[src/rtl/abort_map_pkg.sv]
package abort_map_pkg;

   typedef enum logic [2:0] {
      RGN_FLASH   = 3'd0,
      RGN_SRAM    = 3'd1,
      RGN_SPECIAL = 3'd2,
      RGN_BOOT    = 3'd3,
      RGN_AHB     = 3'd4,
      RGN_APB     = 3'd5,
      RGN_EXT     = 3'd6,
      RGN_NONE    = 3'd7
   } region_e;

   localparam logic [1:0] KIND_FETCH = 2'b00;

   typedef struct packed {
      logic pab;
      logic dab;
   } verdict_t;

   function automatic logic kind_is_fetch(input logic [1:0] kind);
      return kind == KIND_FETCH;
   endfunction

   function automatic logic kind_is_write(input logic [1:0] kind);
      return kind[1];
   endfunction

endpackage

[src/rtl/window_match.sv]
module window_match #(
   parameter int            AW   = 32,
   parameter logic [AW-1:0] BASE = '0,
   parameter longint        SIZE = 64'h1000
) (
   input  logic [AW-1:0] addr,
   output logic          hit
);
   localparam logic [AW:0] LO = {1'b0, BASE};
   localparam logic [AW:0] HI = LO + (AW+1)'(SIZE);

   initial begin
      assert (SIZE > 0) else $error("window_match: empty window");
      assert ((SIZE & (SIZE - 1)) == 0) else $error("window_match: size not a power of two");
      assert (HI <= (1 << AW)) else $error("window_match: window wraps the address space");
   end

   always_comb begin
      hit = ({1'b0, addr} >= LO) && ({1'b0, addr} < HI);
   end
endmodule

[src/rtl/periph_slots.sv]
module periph_slots #(
   parameter int               AW         = 32,
   parameter logic [AW-1:0]    BASE       = '0,
   parameter int               SLOTS      = 128,
   parameter int               SLOT_BYTES = 16384,
   parameter int               OFF_W      = 12,
   parameter logic [SLOTS-1:0] MASK       = '1
) (
   input  logic [AW-1:0]    addr,
   output logic             in_window,
   output logic             occupied,
   output logic [OFF_W-1:0] offset
);
   localparam int     SLOT_LG = $clog2(SLOT_BYTES);
   localparam int     IDX_W   = $clog2(SLOTS);
   localparam longint SPAN    = longint'(SLOTS) * longint'(SLOT_BYTES);

   initial begin
      assert (SLOTS >= 2 && (SLOTS & (SLOTS - 1)) == 0) else $error("periph_slots: slot count");
      assert ((SLOT_BYTES & (SLOT_BYTES - 1)) == 0) else $error("periph_slots: slot size");
      assert (OFF_W <= SLOT_LG) else $error("periph_slots: offset wider than a slot");
      assert ((BASE & AW'(SPAN - 1)) == '0) else $error("periph_slots: base not aligned");
   end

   logic [IDX_W-1:0] slot_idx;

   window_match #(.AW(AW), .BASE(BASE), .SIZE(SPAN)) u_win (
      .addr (addr),
      .hit  (in_window)
   );

   always_comb begin
      slot_idx = IDX_W'((addr - BASE) >> SLOT_LG);
      occupied = in_window && MASK[slot_idx];
      offset   = addr[OFF_W-1:0];
   end
endmodule

[src/rtl/region_classify.sv]
module region_classify import abort_map_pkg::*; #(
   parameter int                   AW          = 32,
   parameter int                   OFF_W       = 12,
   parameter logic [AW-1:0]        FLASH_BASE  = 32'h0000_0000,
   parameter longint               FLASH_SIZE  = 64'h0008_0000,
   parameter logic [AW-1:0]        SPEC_BASE   = 32'h3FFF_8000,
   parameter longint               SPEC_SIZE   = 64'h0000_8000,
   parameter logic [AW-1:0]        SRAM_BASE   = 32'h4000_0000,
   parameter longint               SRAM_SIZE   = 64'h0001_0000,
   parameter logic [AW-1:0]        BOOT_BASE   = 32'h7FFF_E000,
   parameter longint               BOOT_SIZE   = 64'h0000_2000,
   parameter bit                   EXT_EN      = 1'b1,
   parameter logic [AW-1:0]        EXT_BASE    = 32'h8000_0000,
   parameter longint               EXT_SIZE    = 64'h4000_0000,
   parameter int                   SLOT_BYTES  = 16384,
   parameter logic [AW-1:0]        APB_BASE    = 32'hE000_0000,
   parameter int                   APB_SLOTS   = 128,
   parameter logic [APB_SLOTS-1:0] APB_MASK    = '1,
   parameter logic [AW-1:0]        AHB_BASE    = 32'hFFE0_0000,
   parameter int                   AHB_SLOTS   = 128,
   parameter logic [AHB_SLOTS-1:0] AHB_MASK    = '1,
   parameter bit                   AHB_OFFSETS = 1'b0
) (
   input  logic [AW-1:0]    addr,
   output region_e          region,
   output logic [OFF_W-1:0] offset
);
   logic hit_flash, hit_spec, hit_sram, hit_boot, hit_ext;
   logic apb_win, apb_occ, ahb_win, ahb_occ;
   logic [OFF_W-1:0] apb_off, ahb_off;

   window_match #(.AW(AW), .BASE(FLASH_BASE), .SIZE(FLASH_SIZE)) u_flash (.addr(addr), .hit(hit_flash));
   window_match #(.AW(AW), .BASE(SPEC_BASE),  .SIZE(SPEC_SIZE))  u_spec  (.addr(addr), .hit(hit_spec));
   window_match #(.AW(AW), .BASE(SRAM_BASE),  .SIZE(SRAM_SIZE))  u_sram  (.addr(addr), .hit(hit_sram));
   window_match #(.AW(AW), .BASE(BOOT_BASE),  .SIZE(BOOT_SIZE))  u_boot  (.addr(addr), .hit(hit_boot));

   generate
      if (EXT_EN) begin : g_ext
         window_match #(.AW(AW), .BASE(EXT_BASE), .SIZE(EXT_SIZE)) u_ext (.addr(addr), .hit(hit_ext));
      end else begin : g_no_ext
         assign hit_ext = 1'b0;
      end
   endgenerate

   periph_slots #(
      .AW(AW), .BASE(APB_BASE), .SLOTS(APB_SLOTS), .SLOT_BYTES(SLOT_BYTES),
      .OFF_W(OFF_W), .MASK(APB_MASK)
   ) u_apb (
      .addr      (addr),
      .in_window (apb_win),
      .occupied  (apb_occ),
      .offset    (apb_off)
   );

   periph_slots #(
      .AW(AW), .BASE(AHB_BASE), .SLOTS(AHB_SLOTS), .SLOT_BYTES(SLOT_BYTES),
      .OFF_W(OFF_W), .MASK(AHB_MASK)
   ) u_ahb (
      .addr      (addr),
      .in_window (ahb_win),
      .occupied  (ahb_occ),
      .offset    (ahb_off)
   );

   always_comb begin
      region = RGN_NONE;
      offset = '0;
      if (hit_spec)                region = RGN_SPECIAL;
      else if (hit_flash)          region = RGN_FLASH;
      else if (hit_sram)           region = RGN_SRAM;
      else if (hit_boot)           region = RGN_BOOT;
      else if (apb_win) begin
         if (apb_occ) begin
            region = RGN_APB;
            offset = apb_off;
         end
      end else if (ahb_win) begin
         if (ahb_occ) begin
            region = RGN_AHB;
            if (AHB_OFFSETS) offset = ahb_off;
         end
      end else if (hit_ext)        region = RGN_EXT;
   end
endmodule

[src/rtl/abort_policy.sv]
module abort_policy import abort_map_pkg::*; (
   input  logic       valid,
   input  logic [1:0] kind,
   input  region_e    region,
   output verdict_t   verdict
);
   logic fetch, write, fetch_bad, data_bad;

   always_comb begin
      fetch     = kind_is_fetch(kind);
      write     = kind_is_write(kind);
      fetch_bad = 1'b0;
      data_bad  = 1'b0;
      unique case (region)
         RGN_NONE: begin
            fetch_bad = 1'b1;
            data_bad  = 1'b1;
         end
         RGN_AHB, RGN_APB, RGN_SPECIAL: fetch_bad = 1'b1;
         RGN_FLASH:                     data_bad  = write;
         default: ;
      endcase
      verdict.pab = valid &&  fetch && fetch_bad;
      verdict.dab = valid && !fetch && data_bad;
   end
endmodule

[src/rtl/bus_abort_check.sv]
module bus_abort_check import abort_map_pkg::*; #(
   parameter int                   AW          = 32,
   parameter int                   OFF_W       = 12,
   parameter int                   SLOT_BYTES  = 16384,
   parameter int                   APB_SLOTS   = 128,
   parameter int                   AHB_SLOTS   = 128,
   parameter logic [APB_SLOTS-1:0] APB_MASK    = APB_SLOTS'(128'h8000_07DF),
   parameter logic [AHB_SLOTS-1:0] AHB_MASK    = AHB_SLOTS'(128'h1F),
   parameter bit                   EXT_EN      = 1'b1,
   parameter bit                   AHB_OFFSETS = 1'b0
) (
   input  logic             clk,
   input  logic             rst_n,
   input  logic             acc_valid,
   input  logic [AW-1:0]    acc_addr,
   input  logic [1:0]       acc_kind,
   output logic             pabort,
   output logic             dabort,
   output logic [2:0]       region,
   output logic [OFF_W-1:0] reg_offset
);
   initial begin
      assert (AW == 32) else $error("bus_abort_check: default map needs a 32-bit address");
      assert (OFF_W >= 1) else $error("bus_abort_check: offset width");
   end

   region_e          rgn_d;
   logic [OFF_W-1:0] off_d;
   verdict_t         vd;

   region_classify #(
      .AW(AW), .OFF_W(OFF_W), .SLOT_BYTES(SLOT_BYTES), .EXT_EN(EXT_EN),
      .APB_SLOTS(APB_SLOTS), .APB_MASK(APB_MASK),
      .AHB_SLOTS(AHB_SLOTS), .AHB_MASK(AHB_MASK), .AHB_OFFSETS(AHB_OFFSETS)
   ) u_cls (
      .addr   (acc_addr),
      .region (rgn_d),
      .offset (off_d)
   );

   abort_policy u_pol (
      .valid   (acc_valid),
      .kind    (acc_kind),
      .region  (rgn_d),
      .verdict (vd)
   );

   always_ff @(posedge clk or negedge rst_n) begin
      if (!rst_n) begin
         pabort     <= 1'b0;
         dabort     <= 1'b0;
         region     <= RGN_NONE;
         reg_offset <= '0;
      end else begin
         pabort <= vd.pab;
         dabort <= vd.dab;
         if (acc_valid) begin
            region     <= rgn_d;
            reg_offset <= off_d;
         end
      end
   end

   // checker-only: marks that the previous edge was outside reset
   logic live_q;
   always_ff @(posedge clk or negedge rst_n) begin
      if (!rst_n) live_q <= 1'b0;
      else        live_q <= 1'b1;
   end

   assert_flags_exclusive_R8: assert property (@(posedge clk) disable iff (!rst_n)
      !(pabort && dabort));
   assert_pabort_on_fetch_R8: assert property (@(posedge clk) disable iff (!rst_n)
      pabort |-> $past(acc_kind) == KIND_FETCH);
   assert_dabort_on_data_R8: assert property (@(posedge clk) disable iff (!rst_n)
      dabort |-> $past(acc_kind) != KIND_FETCH);
   assert_idle_clears_R7: assert property (@(posedge clk) disable iff (!rst_n)
      !acc_valid |=> (!pabort && !dabort));
   assert_idle_holds_R7: assert property (@(posedge clk) disable iff (!rst_n)
      !acc_valid |=> ($stable(region) && $stable(reg_offset)));
   assert_unmapped_aborts_R1: assert property (@(posedge clk) disable iff (!rst_n)
      (live_q && $past(acc_valid) && region == RGN_NONE) |-> (pabort || dabort));
   assert_flash_write_R6: assert property (@(posedge clk) disable iff (!rst_n)
      (live_q && $past(acc_valid) && $past(acc_kind[1]) && region == RGN_FLASH) |-> dabort);
   assert_offset_apb_only_R9: assert property (@(posedge clk) disable iff (!rst_n)
      (region != RGN_APB && !AHB_OFFSETS) |-> reg_offset == '0);
endmodule

[config.mk]
export PLATFORM = sky130hd
export DESIGN_NAME = bus_abort_check
export DESIGN_NICKNAME = d
export VERILOG_FILES = /design/src/rtl/abort_map_pkg.sv /design/src/rtl/window_match.sv /design/src/rtl/periph_slots.sv /design/src/rtl/region_classify.sv /design/src/rtl/abort_policy.sv /design/src/rtl/bus_abort_check.sv
export SDC_FILE = /design/constraint.sdc
export NUM_CORES = 1
export LEC_CHECK = 0
export CORE_ASPECT_RATIO = 1.75
export CORE_UTILIZATION = 37
export DETAILED_ROUTE_END_ITERATION = 16
export PLACE_DENSITY = 0.74
export SYNTH_ARGS = -nofsm -noshare
export SYNTH_HDL_FRONTEND = slang
export SYNTH_SLANG_ARGS = --single-unit
[constraint.sdc]
create_clock -name clk -period 1.3 [get_ports clk]
set_clock_uncertainty 0.2 [all_clocks]
set_input_delay 0.325 -clock clk [delete_from_list [all_inputs] [get_ports clk]]
set_output_delay 0.325 -clock clk [all_outputs]
set_load 0.02 [all_outputs]
### After elaboration in Yosys (flattened, before gate mapping)

Memories as Yosys holds them, arrays and structs flattened.
Cells that the tools add are included.

| word-level totals | value |
|---|---|
| flip-flop bits (word level) | 17 |
| ROM bits | 256 |
| bits of input ports | 37 |
| logic and storage cells | 60 |
| memories | 2 |

Memory list:

| memory | words | width | rd ports | clocked after Yosys merged registers in | write ports | RTL line | RTL |
|---|---|---|---|---|---|---|---|
| (name not given) | 128 | 1 | 1 | 0 | 0 | periph_slots.sv:34 | `occupied = in_window && MASK[slot_idx];` |
| (name not given) | 128 | 1 | 1 | 0 | 0 | periph_slots.sv:34 |  |

| operators by class | value |
|---|---|
| add/sub/neg operators | 2 |
| order comparisons | 14 |
| equal/unequal tests | 4 |
| muxes and demuxes | 19 |
| reductions and logical operators | 15 |

Operators with widths:

| operator | number |
|---|---|
| $ge A32 B32 Y1 const B | 3 |
| $lt A32 B32 Y1 const B | 3 |
| $mux W12 | 6 |
| $ge A32 B31 Y1 const B | 2 |
| $lt A32 B31 Y1 const B | 2 |
| $sub A21 B1 Y21 const B | 2 |
| $ge A32 B30 Y1 const B | 1 |
| $lt A32 B20 Y1 const B | 1 |
| $mux W3 | 6 |
| $lt A7 B8 Y1 const B | 2 |
| $logic_and A1 B1 Y1 | 11 |
| $eq A3 B3 Y1 const B | 3 |
| $mux W1 | 4 |
| $mux W2 | 2 |
| $reduce_or A4 Y1 | 1 |
| $eq A3 B2 Y1 const B | 1 |
| $logic_not A3 Y1 | 1 |
| $logic_not A2 Y1 | 1 |
| $pmux W1 S2 | 1 |
| $logic_not A1 Y1 | 1 |

### Logic depth before layout (Yosys ltp)

Gate-level depths: netlist of the first run.

| depth | value |
|---|---|
| word-level depth | 15 |
| gate-level depth with buffers | 6 |
| depth with buffers taken out | 5 |

### Hierarchy

Synthesis of the first run repeated with hierarchy kept, for this count alone.

| second synthesis, totals | value |
|---|---|
| cells, all modules | 144 |
| area total of the unflattened synthesis | 1437.6 um^2 |

By module, submodules not included:

| module | times used | cells an instance | area each (um^2) | seq. area each (um^2) |
|---|---|---|---|---|
| bus_abort_check | 1 | 34 | 666.9 | 429.2 |
| region_classify | 1 | 36 | 245.2 | 0.0 |
| periph_slots at u_cls.u_apb | 1 | 21 | 136.4 | 0.0 |
| periph_slots at u_cls.u_ahb | 1 | 15 | 107.6 | 0.0 |
| abort_policy | 1 | 6 | 50.0 | 0.0 |
| window_match at u_cls.u_boot | 1 | 7 | 46.3 | 0.0 |
| window_match at u_cls.u_spec | 1 | 6 | 41.3 | 0.0 |
| window_match at u_cls.u_apb.u_win | 1 | 4 | 36.3 | 0.0 |
| window_match at u_cls.u_sram | 1 | 5 | 36.3 | 0.0 |
| window_match at u_cls.u_flash | 1 | 5 | 30.0 | 0.0 |
| window_match at u_cls.u_ahb.u_win | 1 | 4 | 27.5 | 0.0 |
| window_match at u_cls.g_ext.u_ext | 1 | 1 | 13.8 | 0.0 |

### Least setup slack after synthesis of the first run

OpenSTA, ideal clock, no wires.

| path | value |
|---|---|
| path kind | input to register |
| from | in acc_addr[28] |
| to | reg reg_offset[8] |
| data arrival time | 1.884 ns |
| slack | -0.867 ns |
| stages on the path | 6 |
| cells stage by stage | or4_4 > or3_4 > a2111oi_4 > buf_6 > nand3_1 > o21ai_0 |

| between the ends | value |
|---|---|
| cells in the longest elaborated chain, start to end | 9 |

Ends and longest elaborated chain:

| item | RTL line | RTL |
|---|---|---|
| start: declaration | bus_abort_check.sv:15 | `input logic [AW-1:0] acc_addr,` |
| $ge A32 B32 Y1 or $lt A32 B32 Y1 (tied branches) | window_match.sv:19 | `hit = ({1'b0, addr} >= LO) && ({1'b0, addr} < HI);` |
| $logic_and A1 B1 Y1 | window_match.sv:19 |  |
| $logic_and A1 B1 Y1 | periph_slots.sv:34 |  |
| $mux W12 | region_classify.sv:73 | `if (apb_occ) begin` |
| $mux W12 | region_classify.sv:72 | `else if (apb_win) begin` |
| $mux W12 | region_classify.sv:71 | `else if (hit_boot) region = RGN_BOOT;` |
| $mux W12 | region_classify.sv:70 | `else if (hit_sram) region = RGN_SRAM;` |
| $mux W12 | region_classify.sv:69 | `else if (hit_flash) region = RGN_FLASH;` |
| $mux W12 (*) | region_classify.sv:68 | `if (hit_spec) region = RGN_SPECIAL;` |
| end signal: assignment | bus_abort_check.sv:53 | `reg_offset <= '0;` |
| end signal: assignment | bus_abort_check.sv:59 | `reg_offset <= off_d;` |
| end: declaration | bus_abort_check.sv:20 | `output logic [OFF_W-1:0] reg_offset` |

Every way passes the cells marked *; elsewhere a longest branch is shown, timed or not.
A chain may end at the register's enable or synchronous reset.

### Worst setup path after layout of the first run

| path | value |
|---|---|
| from | in acc_addr[26] |
| to | reg reg_offset[10] |

Same word-level chain as after synthesis.

==> out/metrics.cfg, run 1 <==
[min_path]
min-delay-path-class=input pin to async pin

[timing]
fin_ws_ps=-790
rsz0062_at_grt=yes
finalHoldViolCount=0
final_max_slew_viol_count=0
slew_headroom_pct=73.0
min_period_ps=2090
finalSetupViolCount=24
fin_setup_tns_ps=-12560
worstMarginPinSlew_ps=405
post-route-period-util_pct=161
max_freq_ghz=0.478

[synth]
syn_area_sq_um=947
yosys-top-cells-area=dfrtp_1 (37%), o21ai_0 (9.0%), dfstp_2 (8.3%)
synth_cells=102
yosysWarnings=0
ys_dominant_reg_cell=dfrtp_1
post_synth.cell_area_avg_sq_um=9.29
syn_nets=139
synth-seq-area-share_pct=45.3
synthDistinctLibCells=27
synth_area_leader_cell=dfrtp_1
synth-seq-cells=17
synth_edf_count=0
async_flop_share_pct=100
synth.top_cell.area_share_pct=37.0

[power]
p_per_area_nw_per_um2=613
vdd_drop_max_uv=496
p_sw_share_pct=24.3
p_clk_share_pct=31.0
leakagePower_nw=0.938
switchingPower_w=0.000300
pwr-share-seq_pct=44.2
power.internal_w=0.000936
combPwrFrac_pct=24.8

[critical_path]
cp.arrival_ps=2060
critPathSlowestCell=or4_4
r2r_slack_ps=230
cp_num_buf_inv=2
worstPathMaxFanout=6
crit_path_cell_trace=buf_6 > or4_4 > or3_4 > a2111oi_4 > buf_6 > nand3_2 > o21ai_1
crit_top_cell=buf_6
cpPeakStageDelay_ps=530
worst-setup-path-type=input pin to flop
end_kind=flop
start_kind=input pin
crit_required_ps=1270
cpLargestDelayFamily=simple AND/OR/NAND/NOR gates

[final_layout]
fin_cells=213
nFillCells=129
layout-drive-gt1-share_pct=50.5
final_cell_mix=buf_6 (26), buf_4 (26), clkdlybuf4s50_1 (18), inv_1 (17), dfrtp_1 (14)
num_antenna_cells=0
nNetsFinal=226
area_growth_pct=113

[clocking]
cts_made_buffers=3
root_buffer=clkbuf_8
clkSinkCount=17
cts_tree=built
clk_latency_ps=240
cts_buffer_depth=2
clk_pin_slew_ps=60
htreeDepth=1

[detailed_routing]
vias=1090
drt_iter0_drc=17
antenna_left=0
wl_per_cell_microns=14.8
dr.pass1.iters=4
drc=0
via_per_inst=5.12
wl_mm=3.16

[die]
core_region_area_sq_um=2360
fp.dieArea_sq_um=2770
ios=54
initial_core_util_pct=40.1
die_h_microns=68.9
fp-row-count=23
die_w_microns=40.2

[global_routing]
antenna_found_initial=0
grt_usage_pct=23.1
grt_pass1_wl_mm=4.44
grt_max_degree=18
grt_remaining_overflow=0
grt_pass1_vias=1087

[placed_design]
dp_hpwl_mm=2.15
port-buffer-count=52
dp.cells=199
gp_congestion=0.774
dp_slack_ps=-1310

[outcome]
violations=setup timing
status=finished, violations left

[flow_run]
maxCapViolCount=0

==> worst paths after layout <==
check	cells after the start	end	start
setup / recovery	7	reg_offset[10]	acc_addr[26]
hold / removal	2	reg_offset[2]	rst_n
setup reg to reg	4	reg_offset[3]	reg_offset[3]
hold reg to reg	2	region[0]	region[0]
max in group asynchronous	2	region[2]	rst_n
min in group clk	2	region[0]	region[0]
==> sequential cells by signal, summed over array words and instances, names as in the netlist <==
signal / count
dabort: 1
pabort: 1
reg_offset: 12
region: 3
==> layout make-up <==
cell class	count	area (sq um)	share of cell area (%)
clock buffers	4	45.0	2.24
inverters	17	63.8	3.17
multi-input cells	64	584	29.0
flip-flops and latches	17	429	21.3
well taps	25	31.3	1.55
repair buffers	86	861	42.7
==> worst reg2reg max path, cell delays in order, from the launching register on <==
cell,delay [ps]
dfrtp_1,400
buf_4,140
buf_4,120
inv_1,40
o21ai_1,50
==> stage by stage <==
| step | hold slack, ps | power, W | util [%] | cell area (sq um) |
|---|---|---|---|---|
| 6_report | 208 | 0.00124 | 85.4 | 2010 |
| 5_1_grt | 204 | 0.00130 | 85.4 | 2010 |
| 2_1_floorplan | -171 | 0.000621 | - | 947 |
| 3_5_place_dp | 257 | 0.000818 | 69.7 | 1640 |
| 4_1_cts | 209 | 0.00121 | 77.1 | 1820 |
| 3_3_place_gp | 252 | 0.000812 | 69.7 | 1640 |
==> routing by layer <==
metal | GRT usage (%) | wire length, microns
met3 | 3.85 | 179
met1 | 21.7 | 1080
met4 | 7.92 | 67
met2 | 45.8 | 1830
met5 | 0 | 0
==> synthesized netlist by cell type, types with 3 or more instances <==
| cell type | n |
|---|---|
| nand2_1 | 3 |
| nand3_1 | 14 |
| nand4_1 | 3 |
| mux2i_1 | 3 |
| dfstp_2 | 3 |
| dfrtp_1 | 14 |
| a21oi_1 | 4 |
| nor4_1 | 3 |
| inv_1 | 17 |
| o21ai_0 | 17 |
==> timing repair <==
item	CTS	global route
buffers inserted	5	4
hold buffers	0	0
endpoints found under the hold margin	0	0
endpoints found under the setup margin	34	34
pin swaps	14	11
cloned	1	0
resized for setup	135	44
==> power groups by stage <==
| stage | clock network, W | logic (W) | registers, W |
|---|---|---|---|
| 2_1_floorplan | 0 | 0.0000566 | 0.000565 |
| 3_3_place_gp | 0 | 0.000258 | 0.000554 |
| 3_5_place_dp | 0 | 0.000264 | 0.000554 |
| 4_1_cts | 0.000390 | 0.000273 | 0.000545 |
| 5_1_grt | 0.000423 | 0.000328 | 0.000546 |
| 6_report | 0.000383 | 0.000306 | 0.000546 |
==> kinds of logic (layout without fill, tap and decap cells) <==
kind of cell | Yosys count | after routing | synth area share (%)
AO/OA/AOI/OAI | 25 | 25 | 16.5
buffers and inverters | 21 | 107 | 11.8
flip-flops | 17 | 17 | 45.3
multiplexers | 4 | 4 | 4.36
AND/OR/NAND/NOR | 35 | 35 | 22.1
No activity file was read; power rests on OpenSTA's default activity.
==> run 2: changes to the inputs <==
- SKIP_CTS_REPAIR_TIMING: not set -> 1
==> run 2 against run 1 <==
The run still ends with setup timing left. Clock power about the same. Sequential cell count did not move. Via count increased by 0.83%. First-iteration DRC count down 41%. Register-to-register slack better by 100 ps. Wire length shrank 5.7%. Design area decreased by 7.3%. Fmax shrank 4.0%. Non-clock buffer count shrank 4. Sequential power about the same. Worst hold slack better by 1.0 ps. Highest routed layer unchanged.
==> out/metrics.cfg, run 2 (synthesis results as in run 1) <==
[power]
vdd_drop_max_uv=487  ; -1.9%
leakagePower_nw=0.789  ; -16%
p_per_area_nw_per_um2=650  ; +5.9%

[final_layout]
layout-drive-gt1-share_pct=44.6  ; -6.0 points
num_antenna_cells=0  ; unchanged
nNetsFinal=222  ; -1.8%
utilization_pct=79.2  ; -6.2 points
regMostFlops=reg_offset
final_cell_mix=clkdlybuf4s50_1 (31), buf_4 (27), buf_6 (20), inv_1 (17), dfrtp_1 (14)
fin_cells=209  ; -1.9%
largest_reg_flops=12  ; unchanged
area_growth_pct=97.2
layout_commonest_cell=clkdlybuf4s50_1
design_area_sq_um=1870  ; -7.3%
reg_top3=reg_offset: 12 flops, region: 3 flops

[critical_path]
cp.arrival_ps=2140  ; +80 ps
crit_required_ps=1260  ; about the same
worst-setup-path-type=input pin to flop
end_kind=flop
start_kind=input pin
worstPathMaxFanout=3  ; -3

[detailed_routing]
wl_per_cell_microns=14.2  ; -3.9%
drt_iter0_drc=10  ; -7
vias=1099  ; +0.83%
drc=0  ; unchanged
dr.pass1.iters=4  ; unchanged
antenna_left=0  ; unchanged
wl_mm=2.98  ; -5.7%
via_per_inst=5.26  ; +2.8%

[clocking]
cts_tree=built
cts_made_buffers=3  ; unchanged
htreeDepth=1  ; unchanged
clkSinkCount=17  ; unchanged
clk_latency_ps=240  ; about the same
clk_pin_slew_ps=60  ; about the same
root_buffer=clkbuf_8
cts_buffer_depth=2  ; unchanged

[die]
die_w_microns=40.2  ; unchanged
initial_core_util_pct=40.1  ; unchanged
fp-row-count=23  ; unchanged
die_h_microns=68.9  ; unchanged
fp.dieArea_sq_um=2770  ; unchanged
ios=54  ; unchanged
core_region_area_sq_um=2360  ; unchanged

[global_routing]
grt_usage_pct=20.1  ; -3.0 points
grt_max_degree=18  ; unchanged
antenna_found_initial=0  ; unchanged
grt_pass1_vias=1015  ; -6.6%
grt_remaining_overflow=0  ; unchanged
grt_pass1_wl_mm=3.89  ; -12%

[placed_design]
dp.cells=199  ; unchanged
gp_congestion=0.774  ; unchanged
dpl_cell_area_sq_um=1640  ; unchanged
dp_hpwl_mm=2.15  ; unchanged
port-buffer-count=52  ; unchanged

[timing]
finalSetupViolCount=26  ; +8.3%
post-route-period-util_pct=168  ; +6.8 points
rsz0062_at_grt=yes
worstMarginPinSlew_ps=392  ; -12.2 ps
max_freq_ghz=0.459  ; -4.0%
min_period_ps=2180  ; +88.1 ps
slew_headroom_pct=73.8  ; +0.82 points
finalHoldViolCount=0  ; unchanged
final_max_slew_viol_count=0  ; unchanged
fin_ws_ps=-878  ; -88.1 ps

[outcome]
status=finished, violations left
violations=setup timing

[min_path]
min-delay-path-class=input pin to async pin

[flow_run]
maxCapViolCount=0  ; unchanged

==> run 2: cell types whose count changed in the layout (fill, tap and decap cells not counted), sizes merged <==
cell           previous run  this run
clkbuf                    5         6
dlymetal6s2s             13         1
clkdlybuf4s50            18        31
buf                      54        48
==> run 2: critical path: stages <==
cell and delay [ps]:
clkdlybuf4s50_1 420, or3_1 400, nor4_1 200, buf_4 190, a211oi_1 70, o21ai_1 270, mux2i_1 250
==> run 2: final cells by class <==
type | count | area, sq um
multi-input combinational | 64 | 518
clock buffer | 4 | 45.0
timing repair buffer | 82 | 781
fill | 171 | 492
tap | 25 | 31.3
sequential | 17 | 429
inverter | 17 | 63.8
==> run 2: metrics by stage <==
stage / setup TNS (ps) / setup slack [ps] / hold WS (ps) / power (W)
after floorplan: -11820 / -737 / -171 / 0.000621
after global placement: -23080 / -1260 / 252 / 0.000812
after detailed placement: -24420 / -1310 / 257 / 0.000818
after CTS: -24710 / -1080 / 209 / 0.00120
after global routing: -14610 / -900 / 206 / 0.00128
final: -13570 / -878 / 209 / 0.00121
==> run 2: where the power goes <==
part / switching (W) / leakage, nW / internal [W] / total, W
logic: 0.000117 / 0.541 / 0.000170 / 0.000288
registers: 0.00000499 / 0.226 / 0.000541 / 0.000546
clock network: 0.000163 / 0.0228 / 0.000217 / 0.000380
==> run 2: layer usage <==
layer	track usage, %	vias up	routed length [microns]
met3	3.21	4	177
met5	0	-	0
met1	18.9	513	1030
li1	-	527	-
met2	40.9	55	1740
met4	5.00	0	29
==> run 2: path summary, 6_finish.rpt <==
path	startpoint	endpoint	slack, ps	cells past startpoint
min in group clk	region[0]	region[0]	280	2
max in group asynchronous	rst_n	region[2]	490	2
worst min register to register	region[0]	region[0]	280	2
worst max register to register	region[0]	region[0]	330	2
worst max-delay path	acc_addr[21]	dabort	-880	7
worst min-delay path	rst_n	reg_offset[11]	210	2
==> run 3: changes to the inputs <==
- SLEW_MARGIN: not set -> 10
==> results of run 3 <==
No change in the layout: final DEF, timing and power equal those of run 2.
